--- src/rtl/apm_pkg.sv ---
package apm_pkg;
  typedef enum logic [3:0] {
    ROLE_GPIO_OFF,
    ROLE_GPIO_IN,
    ROLE_GPIO_OUT,
    ROLE_FS_IN,
    ROLE_FS_OUT,
    ROLE_FLAG_IN,
    ROLE_FLAG_OUT,
    ROLE_BUF_EN,
    ROLE_HIZ
  } role_t;

  localparam logic [1:0] GPIO_CFG_IN  = 2'b01;
  localparam logic [1:0] GPIO_CFG_OUT = 2'b10;
endpackage

--- src/rtl/apm_sync.sv ---
module apm_sync #(
  parameter int STAGES = 2
) (
  input  logic clk,
  input  logic rst,
  input  logic d,
  output logic q
);
  localparam int LAST = STAGES - 1;
  logic [LAST:0] chain;

  generate
    for (genvar i = 0; i < STAGES; i++) begin : g_stage
      if (i == 0) begin : g_first
        always_ff @(posedge clk) begin
          if (rst) chain[0] <= 1'b0;
          else     chain[0] <= d;
        end
      end else begin : g_next
        always_ff @(posedge clk) begin
          if (rst) chain[i] <= 1'b0;
          else     chain[i] <= chain[i-1];
        end
      end
    end
  endgenerate

  assign q = chain[LAST];
endmodule

--- src/rtl/apm_role_dec.sv ---
module apm_role_dec
  import apm_pkg::*;
(
  input  logic       gpio_en,
  input  logic [1:0] gpio_cfg,
  input  logic       sync_mode,
  input  logic       bufen_sel,
  input  logic       rfs_dir,
  output role_t      role
);
  always_comb begin
    if (gpio_en) begin
      if (gpio_cfg == GPIO_CFG_OUT)     role = ROLE_GPIO_OUT;
      else if (gpio_cfg == GPIO_CFG_IN) role = ROLE_GPIO_IN;
      else                              role = ROLE_GPIO_OFF;
    end else if (!sync_mode) begin
      role = rfs_dir ? ROLE_FS_OUT : ROLE_FS_IN;
    end else if (!bufen_sel) begin
      role = rfs_dir ? ROLE_FLAG_OUT : ROLE_FLAG_IN;
    end else begin
      role = rfs_dir ? ROLE_BUF_EN : ROLE_HIZ;
    end
  end
endmodule

--- src/rtl/apm_flag_unit.sv ---
module apm_flag_unit
  import apm_pkg::*;
(
  input  logic  clk,
  input  logic  rst,
  input  role_t role,
  input  logic  net_mode,
  input  logic  fs_int,
  input  logic  slot_strobe,
  input  logic  of1_bit,
  input  logic  pin_s,
  output logic  of1_q,
  output logic  if1_q
);
  logic boundary;
  logic ld_out;
  logic ld_in;

  assign boundary = net_mode ? slot_strobe : fs_int;
  assign ld_out   = boundary && (role == ROLE_FLAG_OUT);
  assign ld_in    = boundary && (role == ROLE_FLAG_IN);

  always_ff @(posedge clk) begin
    if (rst) begin
      of1_q <= 1'b0;
      if1_q <= 1'b0;
    end else begin
      if (ld_out) of1_q <= of1_bit;
      if (ld_in)  if1_q <= pin_s;
    end
  end

  AST_OF1_HOLD: assert property (@(posedge clk) disable iff (rst)
    !((role == ROLE_FLAG_OUT) && (net_mode ? slot_strobe : fs_int)) |=> $stable(of1_q));
  AST_IF1_HOLD: assert property (@(posedge clk) disable iff (rst)
    (role != ROLE_FLAG_IN) |=> $stable(if1_q));
  AST_STROBE_SELECT: assert property (@(posedge clk) disable iff (rst)
    ((role == ROLE_FLAG_IN) && net_mode && !slot_strobe) |=> $stable(if1_q));
endmodule

--- src/rtl/audio_pin_mux.sv ---
module audio_pin_mux
  import apm_pkg::*;
#(
  parameter int SYNC_STAGES = 2
) (
  input  logic       clk,
  input  logic       rst,
  input  logic       gpio_en,
  input  logic [1:0] gpio_cfg,
  input  logic       gpio_wr,
  input  logic       sync_mode,
  input  logic       bufen_sel,
  input  logic       rfs_dir,
  input  logic       net_mode,
  input  logic       fs_int,
  input  logic       slot_strobe,
  input  logic       of1_bit,
  input  logic       tx_buf_en,
  input  logic       pin_in,
  output logic       pin_out,
  output logic       pin_oe,
  output logic       if1_status,
  output logic       gpio_rd,
  output logic       rx_fs
);
  role_t role;
  logic  pin_s;
  logic  of1_q;
  logic  nxt_out, nxt_oe, nxt_rd, nxt_fs;

  apm_sync #(.STAGES(SYNC_STAGES)) u_sync (
    .clk(clk), .rst(rst), .d(pin_in), .q(pin_s)
  );

  apm_role_dec u_dec (
    .gpio_en(gpio_en), .gpio_cfg(gpio_cfg), .sync_mode(sync_mode),
    .bufen_sel(bufen_sel), .rfs_dir(rfs_dir), .role(role)
  );

  apm_flag_unit u_flag (
    .clk(clk), .rst(rst), .role(role), .net_mode(net_mode),
    .fs_int(fs_int), .slot_strobe(slot_strobe), .of1_bit(of1_bit),
    .pin_s(pin_s), .of1_q(of1_q), .if1_q(if1_status)
  );

  always_comb begin
    nxt_out = 1'b0;
    nxt_oe  = 1'b0;
    unique case (role)
      ROLE_GPIO_OUT: begin nxt_oe = 1'b1; nxt_out = gpio_wr;   end
      ROLE_FS_OUT:   begin nxt_oe = 1'b1; nxt_out = fs_int;    end
      ROLE_FLAG_OUT: begin nxt_oe = 1'b1; nxt_out = of1_q;     end
      ROLE_BUF_EN:   begin nxt_oe = 1'b1; nxt_out = tx_buf_en; end
      default:       begin nxt_oe = 1'b0; nxt_out = 1'b0;      end
    endcase
    nxt_rd = ((role == ROLE_GPIO_IN) || (role == ROLE_GPIO_OUT)) ? pin_s : 1'b0;
    nxt_fs = (role == ROLE_FS_IN) ? pin_s : 1'b0;
  end

  always_ff @(posedge clk) begin
    if (rst) begin
      pin_out <= 1'b0;
      pin_oe  <= 1'b0;
      gpio_rd <= 1'b0;
      rx_fs   <= 1'b0;
    end else begin
      pin_out <= nxt_out;
      pin_oe  <= nxt_oe;
      gpio_rd <= nxt_rd;
      rx_fs   <= nxt_fs;
    end
  end

  AST_HIZ_NO_DRIVE: assert property (@(posedge clk) disable iff (rst)
    (!gpio_en && sync_mode && bufen_sel && !rfs_dir) |=> !pin_oe);
  AST_GPIO_FIRST: assert property (@(posedge clk) disable iff (rst)
    (gpio_en && gpio_cfg == GPIO_CFG_OUT) |=> (pin_oe && pin_out == $past(gpio_wr)));
  AST_GPIO_OFF_READ: assert property (@(posedge clk) disable iff (rst)
    (gpio_en && gpio_cfg != GPIO_CFG_IN && gpio_cfg != GPIO_CFG_OUT) |=> (!gpio_rd && !pin_oe));
  AST_QUIET_UNDRIVEN: assert property (@(posedge clk) disable iff (rst)
    !pin_oe |-> !pin_out);
  AST_BUFEN_DRIVE: assert property (@(posedge clk) disable iff (rst)
    (!gpio_en && sync_mode && bufen_sel && rfs_dir) |=> (pin_oe && pin_out == $past(tx_buf_en)));
endmodule

--- config.mk ---
export PLATFORM = sky130hd
export DESIGN_NAME = audio_pin_mux
export DESIGN_NICKNAME = d
export VERILOG_FILES = /design/src/rtl/apm_pkg.sv /design/src/rtl/apm_sync.sv /design/src/rtl/apm_role_dec.sv /design/src/rtl/apm_flag_unit.sv /design/src/rtl/audio_pin_mux.sv
export SDC_FILE = /design/constraint.sdc
export NUM_CORES = 1
export LEC_CHECK = 0
export ABC_AREA = 0
export BUFFER_PORTS_ARGS = -buffer_cell sky130_fd_sc_hd__buf_2
export CORE_AREA = 2 2 39 41
export CTS_CLUSTER_SIZE = 24
export DETAILED_ROUTE_END_ITERATION = 7
export DIE_AREA = 0 0 41 43
export PLACE_DENSITY = 0.66
export SKIP_CTS_REPAIR_TIMING = 1
export SLEW_MARGIN = 10
export SYNTH_ARGS = -nofsm -noshare
export SYNTH_HDL_FRONTEND = slang
export SYNTH_SLANG_ARGS = --single-unit
--- constraint.sdc ---
create_clock -name clk -period 2.3 [get_ports clk]
set_input_delay 0.115 -clock clk [delete_from_list [all_inputs] [get_ports clk]]
set_output_delay 0.115 -clock clk [all_outputs]
set_load 0.01 [all_outputs]
Word-level counts from Yosys, hierarchy flattened
Cells that the tools add are included. W data, S select, Z words.

Register bits: 8. Output and inout bits: 5. Logic and storage cells: 36.

Eq/ne operators: 9. Mux-type cells: 11. Bitwise gates (word level): 2. Reduce and logical (&&, ||, !) cells: 6.

Operators by type and width (number): $mux W4 (5); $eq A4 B3 Y1 const B (4); $eq A4 B2 Y1 const B (2); $eq A4 B1 Y1 const B (1); $pmux W1 S4 (1); $reduce_or A2 Y1 (2); $reduce_or A4 Y1 (1); $mux W1 (3); $mux W3 (1); $eq A2 B1 Y1 const B (1); $eq A2 B2 Y1 const B (1); $logic_and A1 B1 Y1 (2); $mux W2 (1); $not A1 Y1 (2); $logic_or A1 B1 Y1 (1).

Longest topological paths before layout
Depth after elaboration: 8. Depth in mapped cells: 7. Gate-level depth less buffers: 7.

Cells and area by module
Synthesis repeated with hierarchy kept, for this count alone.

Cell total of the unflattened synthesis: 49. Area total of the unflattened synthesis: 473.0 sq um.

By module, submodules not included: audio_pin_mux (instances 1, cells each 19, area each 192.7 sq um, seq. area each 80.1 sq um); apm_flag_unit (instances 1, cells each 12, area each 126.4 sq um, seq. area each 40.0 sq um); apm_role_dec (instances 1, cells each 14, area each 101.3 sq um, seq. area each 0.0 sq um); apm_sync (instances 1, cells each 4, area each 52.6 sq um, seq. area each 40.0 sq um).

Worst setup path after synthesis
Ideal clock, no wire load.

Path type: input -> register. From: input rfs_dir. To: register pin_out. Arrival time: 1373 ps. Required time: 2212 ps. Slack: 839 ps. Cell stages on the path: 7. Path buffers: 0. Cell sequence: inv_1 > ha_1 > or3b_4 > a21oi_4 > a22oi_1 > or2_0 > a311oi_2.

Word-level cells in the longest chain between the ends: 6.

RTL lines: start: declaration (line audio_pin_mux.sv:13) `input logic rfs_dir,`; $mux W2 or $mux W4 (tied branches) (line apm_role_dec.sv:19, apm_role_dec.sv:21); $mux W4 (line apm_role_dec.sv:18) `end else if (!bufen_sel) begin`; $mux W4 * (line apm_role_dec.sv:16) `end else if (!sync_mode) begin`; $mux W4 * (line apm_role_dec.sv:12) `if (gpio_en) begin`; $eq A4 B3 Y1 or $eq A4 B2 Y1 (tied branches) (line audio_pin_mux.sv:49) `unique case (role)`; $pmux W1 S4 * (line audio_pin_mux.sv:49); end signal: assignment (line audio_pin_mux.sv:67) `pin_out <= nxt_out;`; end: declaration (line audio_pin_mux.sv:20) `output logic pin_out,`.

Mark *: on every way between the ends. The rest lies on a longest branch, timed or not. A chain may end at the register's enable or synchronous reset.

Final worst setup path
Ends and elaborated chain as after synthesis.

==> impl_metrics.py <==
metrics = {
    "cells_and_area": {
        "n_fill_cell": 155,
        "antennaDiodeCount": 0,
        "fin_util_pct": 43.6,
        "layout.nets": 89,
        "area.growth.synth_to_final_pct": 28.2,
        "drive_above_1_share_pct": 40.0,
        "regArea_um2": 160,
        "multi_input_area_um2": 290,
    },
    "timing": {
        "finalMaxSlewViolations": 0,
        "finalSetupViolCount": 0,
        "fmax_mhz": 693,
        "maxSlewHeadroom_pct": 83.4,
        "finalWorstSetupSlack_ns": 0.857,
        "fin_crit_sh_pct": 62.7,
        "clock_skew_ns": 0.000908,
        "tightest_slew_ns": 0.250,
        "finalHoldViolations": 0,
        "period_minus_slack_ns": 1.44,
        "rsz0062_at_grt": "false",
        "fin_tns_setup_ns": 0,
        "holdWs_ns": 0.0843,
    },
    "die": {
        "die_w_um": 41,
        "dieArea_mm2": 0.00176,
        "die_h_um": 43,
        "ios": 20,
        "core-area_mm2": 0.00138,
        "num_rows": 14,
        "start_util_pct": 34.0,
    },
    "worst_setup_path": {
        "worst-path-stages": 8,
        "cp_max_fo": 4,
        "crit_type": "primary input to register",
        "ff2ff_path_depth": 3,
        "crit_family": "simple AND/OR/NAND/NOR gates",
        "critPathBufInv": 2,
        "start_kind": "primary input",
        "cp.arrival_ns": 1.61,
        "reg2reg_slack_ns": 1.40,
        "end_kind": "register",
        "slowest_stage": "or3b_4",
        "r2r-start": "u_flag.of1_q",
        "cp_slowest_stage_delay_ns": 0.42,
        "path_cells": "buf_2 > inv_1 > ha_1 > or3b_4 > a21oi_4 > a22oi_1 > or2_0 > a311oi_2",
        "required_ns": 2.46,
        "r2r_end": "pin_out",
    },
    "route": {
        "drc_errors": 0,
        "vias_per_cell": 4.92,
        "dr_total_vias": 423,
        "wl_per_cell_um": 10.5,
        "wl_um": 899,
        "first_pass_iters": 4,
        "drt_iter0_drc": 5,
        "antenna_left": 0,
    },
    "yosys": {
        "synth_seq_cells": 8,
        "synth_cell_types": 27,
        "synth_compound_area_share_pct": 22.9,
        "synth_fa_ha_area_share_pct": 5.32,
        "synth.yosys.seq_area_share_pct": 34.0,
        "syn_inst": 49,
        "synth.area.mux_share_pct": 6.38,
        "synthTopCellsByArea": "dfxtp_1 (34%), mux2i_1 (6.4%), ha_1 (5.3%)",
        "synth-xor-area-share_pct": 1.86,
        "yosys_warnings": 0,
        "synth_simple_gate_area_share_pct": 25.3,
        "synth_area_per_cell_um2": 9.60,
        "synth_top_area_cell": "dfxtp_1",
        "syn_nets": 66,
        "synth_top_area_share_pct": 34.0,
        "synth_top_family_by_area": "simple AND/OR/NAND/NOR gates",
        "synth_area_um2": 470,
    },
    "global_route": {
        "grt_max_degree": 9,
        "grt_use_total_pct": 12.9,
        "grt_pass1_vias": 380,
        "antenna_found_initial": 0,
        "grt_pass1_wl_um": 1460,
        "overflow": 0,
    },
    "pwr": {
        "swShare_pct": 25.5,
        "p_seq_share_pct": 46.0,
        "comb_power_share_pct": 20.7,
        "ir_worst_vdd_uv": 262,
        "p_int_mw": 0.233,
        "power_density_mw_per_mm2": 518,
        "power.switching_mw": 0.0796,
        "power.static_leakage_nw": 0.274,
        "clkPwrFrac_pct": 33.3,
    },
    "placement": {
        "place.gp.congestion": 0.764,
        "place_ws_ns": 0.585,
        "io_buffer_count": 19,
        "dpl.hpwl_um": 767,
    },
    "flow_run": {
        "max_cap_viol_count": 0,
    },
    "clock_network": {
        "ctsRootBufferMaster": "clkbuf_4",
        "clock_tree.buffer_depth": 2,
        "htreeDepth": 1,
        "clock_sinks": 8,
        "clock_latency_ns": 0.25,
        "clk_pin_slew_worst_paths_ns": 0.05,
        "cts_made_buffers": 3,
        "cts_tree": "built",
    },
    "min_path": {
        "hp-start": "pin_in",
        "min_path_cells": 2,
        "hold_path_class": "primary input to register",
        "min_to": "u_sync.chain[0]",
    },
    "outcome": {
        "outcome": "complete, no violations",
    },
}
[logic make-up (layout without fill, tap and decap cells)]
kind of cell | count (synthesis) | count (layout)
mux | 3 | 3
compound gates | 11 | 11
fa+ha+maj | 2 | 2
flops | 8 | 8
buf+inv | 5 | 26
xor+xnor | 1 | 1
simple gates | 19 | 19
[routing by layer]
| layer | track usage (%) | up-vias | wire length, µm |
|---|---|---|---|
| met1 | 14.1 | 189 | 396 |
| met3 | 9.42 | 0 | 61 |
| met2 | 18.1 | 14 | 440 |
| li1 | - | 220 | - |
| met4 | 6.00 | 0 | 0 |
| met5 | 0 | - | 0 |
[placed cells by master, fill, tap and decap left out, types with 2 or more instances in the layout]
master	n
buf_2	19
dfxtp_1	8
inv_1	4
nor2b_1	4
nor2_1	4
mux2i_1	3
clkbuf_4	3
nand3b_1	2
a22oi_1	2
nand4_1	2
ha_1	2
[worst max path at each step]
stage          slack, ns           end     from
6_report            0.86       pin_out  rfs_dir
5_1_grt             0.77  u_flag.of1_q  rfs_dir
4_1_cts             0.86  u_flag.of1_q  rfs_dir
3_5_place_dp        0.58  u_flag.of1_q  rfs_dir
3_3_place_gp        0.59  u_flag.of1_q  rfs_dir
2_1_floorplan       0.84       pin_out  rfs_dir
[flip-flops by register name (all words and copies together), names as in the netlist]
name and flops:
gpio_rd 1, pin_oe 1, pin_out 1, rx_fs 1, u_flag.if1_q 1, u_flag.of1_q 1, u_sync.chain 1, u_sync.q 1
[worst reg2reg max path, cell delays in order (launching register included)]
cell and delay (ns):
dfxtp_1 0.33, a22oi_1 0.08, or2_0 0.22, a311oi_2 0.19
[per-stage QoR]
step / power (mW) / std cells / area, µm²
2_1_floorplan: 0.188 / 49 / 470
3_3_place_gp: 0.211 / 83 / 581
3_5_place_dp: 0.212 / 83 / 581
6_report: 0.312 / 86 / 603
5_1_grt: 0.337 / 86 / 603
4_1_cts: 0.321 / 86 / 603
[final cells by class]
class	count	share of cell area (%)
timing repair buffer	19	15.8
multi-input combinational	36	48.1
clock buffer	3	3.73
sequential	8	26.6
inverter	4	2.49
tap	16	3.32
[cell usage after synthesis]
cell       instances
o41a_2             1
ha_1               2
a211o_1            1
or3b_4             1
nand2_1            1
o21ai_1            1
nor3_1             1
nor2_1             4
nand4bb_1          1
or2_0              1
nor2b_1            4
buf_2              1
nand3b_1           2
dfxtp_1            8
a22oi_1            2
a311o_1            1
nand4_1            2
xor2_1             1
a21oi_1            1
nand2b_2           1
nand3_1            1
a21oi_4            1
mux2i_1            3
a311oi_2           1
a211oi_2           1
inv_1              4
o21a_1             1
[power by group through the flow]
stage	clock (mW)	combinational, mW	sequential (mW)
final	0.104	0.0647	0.144
after global routing	0.121	0.0720	0.144
after CTS	0.112	0.0654	0.144
after detailed placement	0	0.0653	0.147
after global placement	0	0.0644	0.147
after floorplan	0	0.0403	0.148
Power figures use the tool's default switching activity.
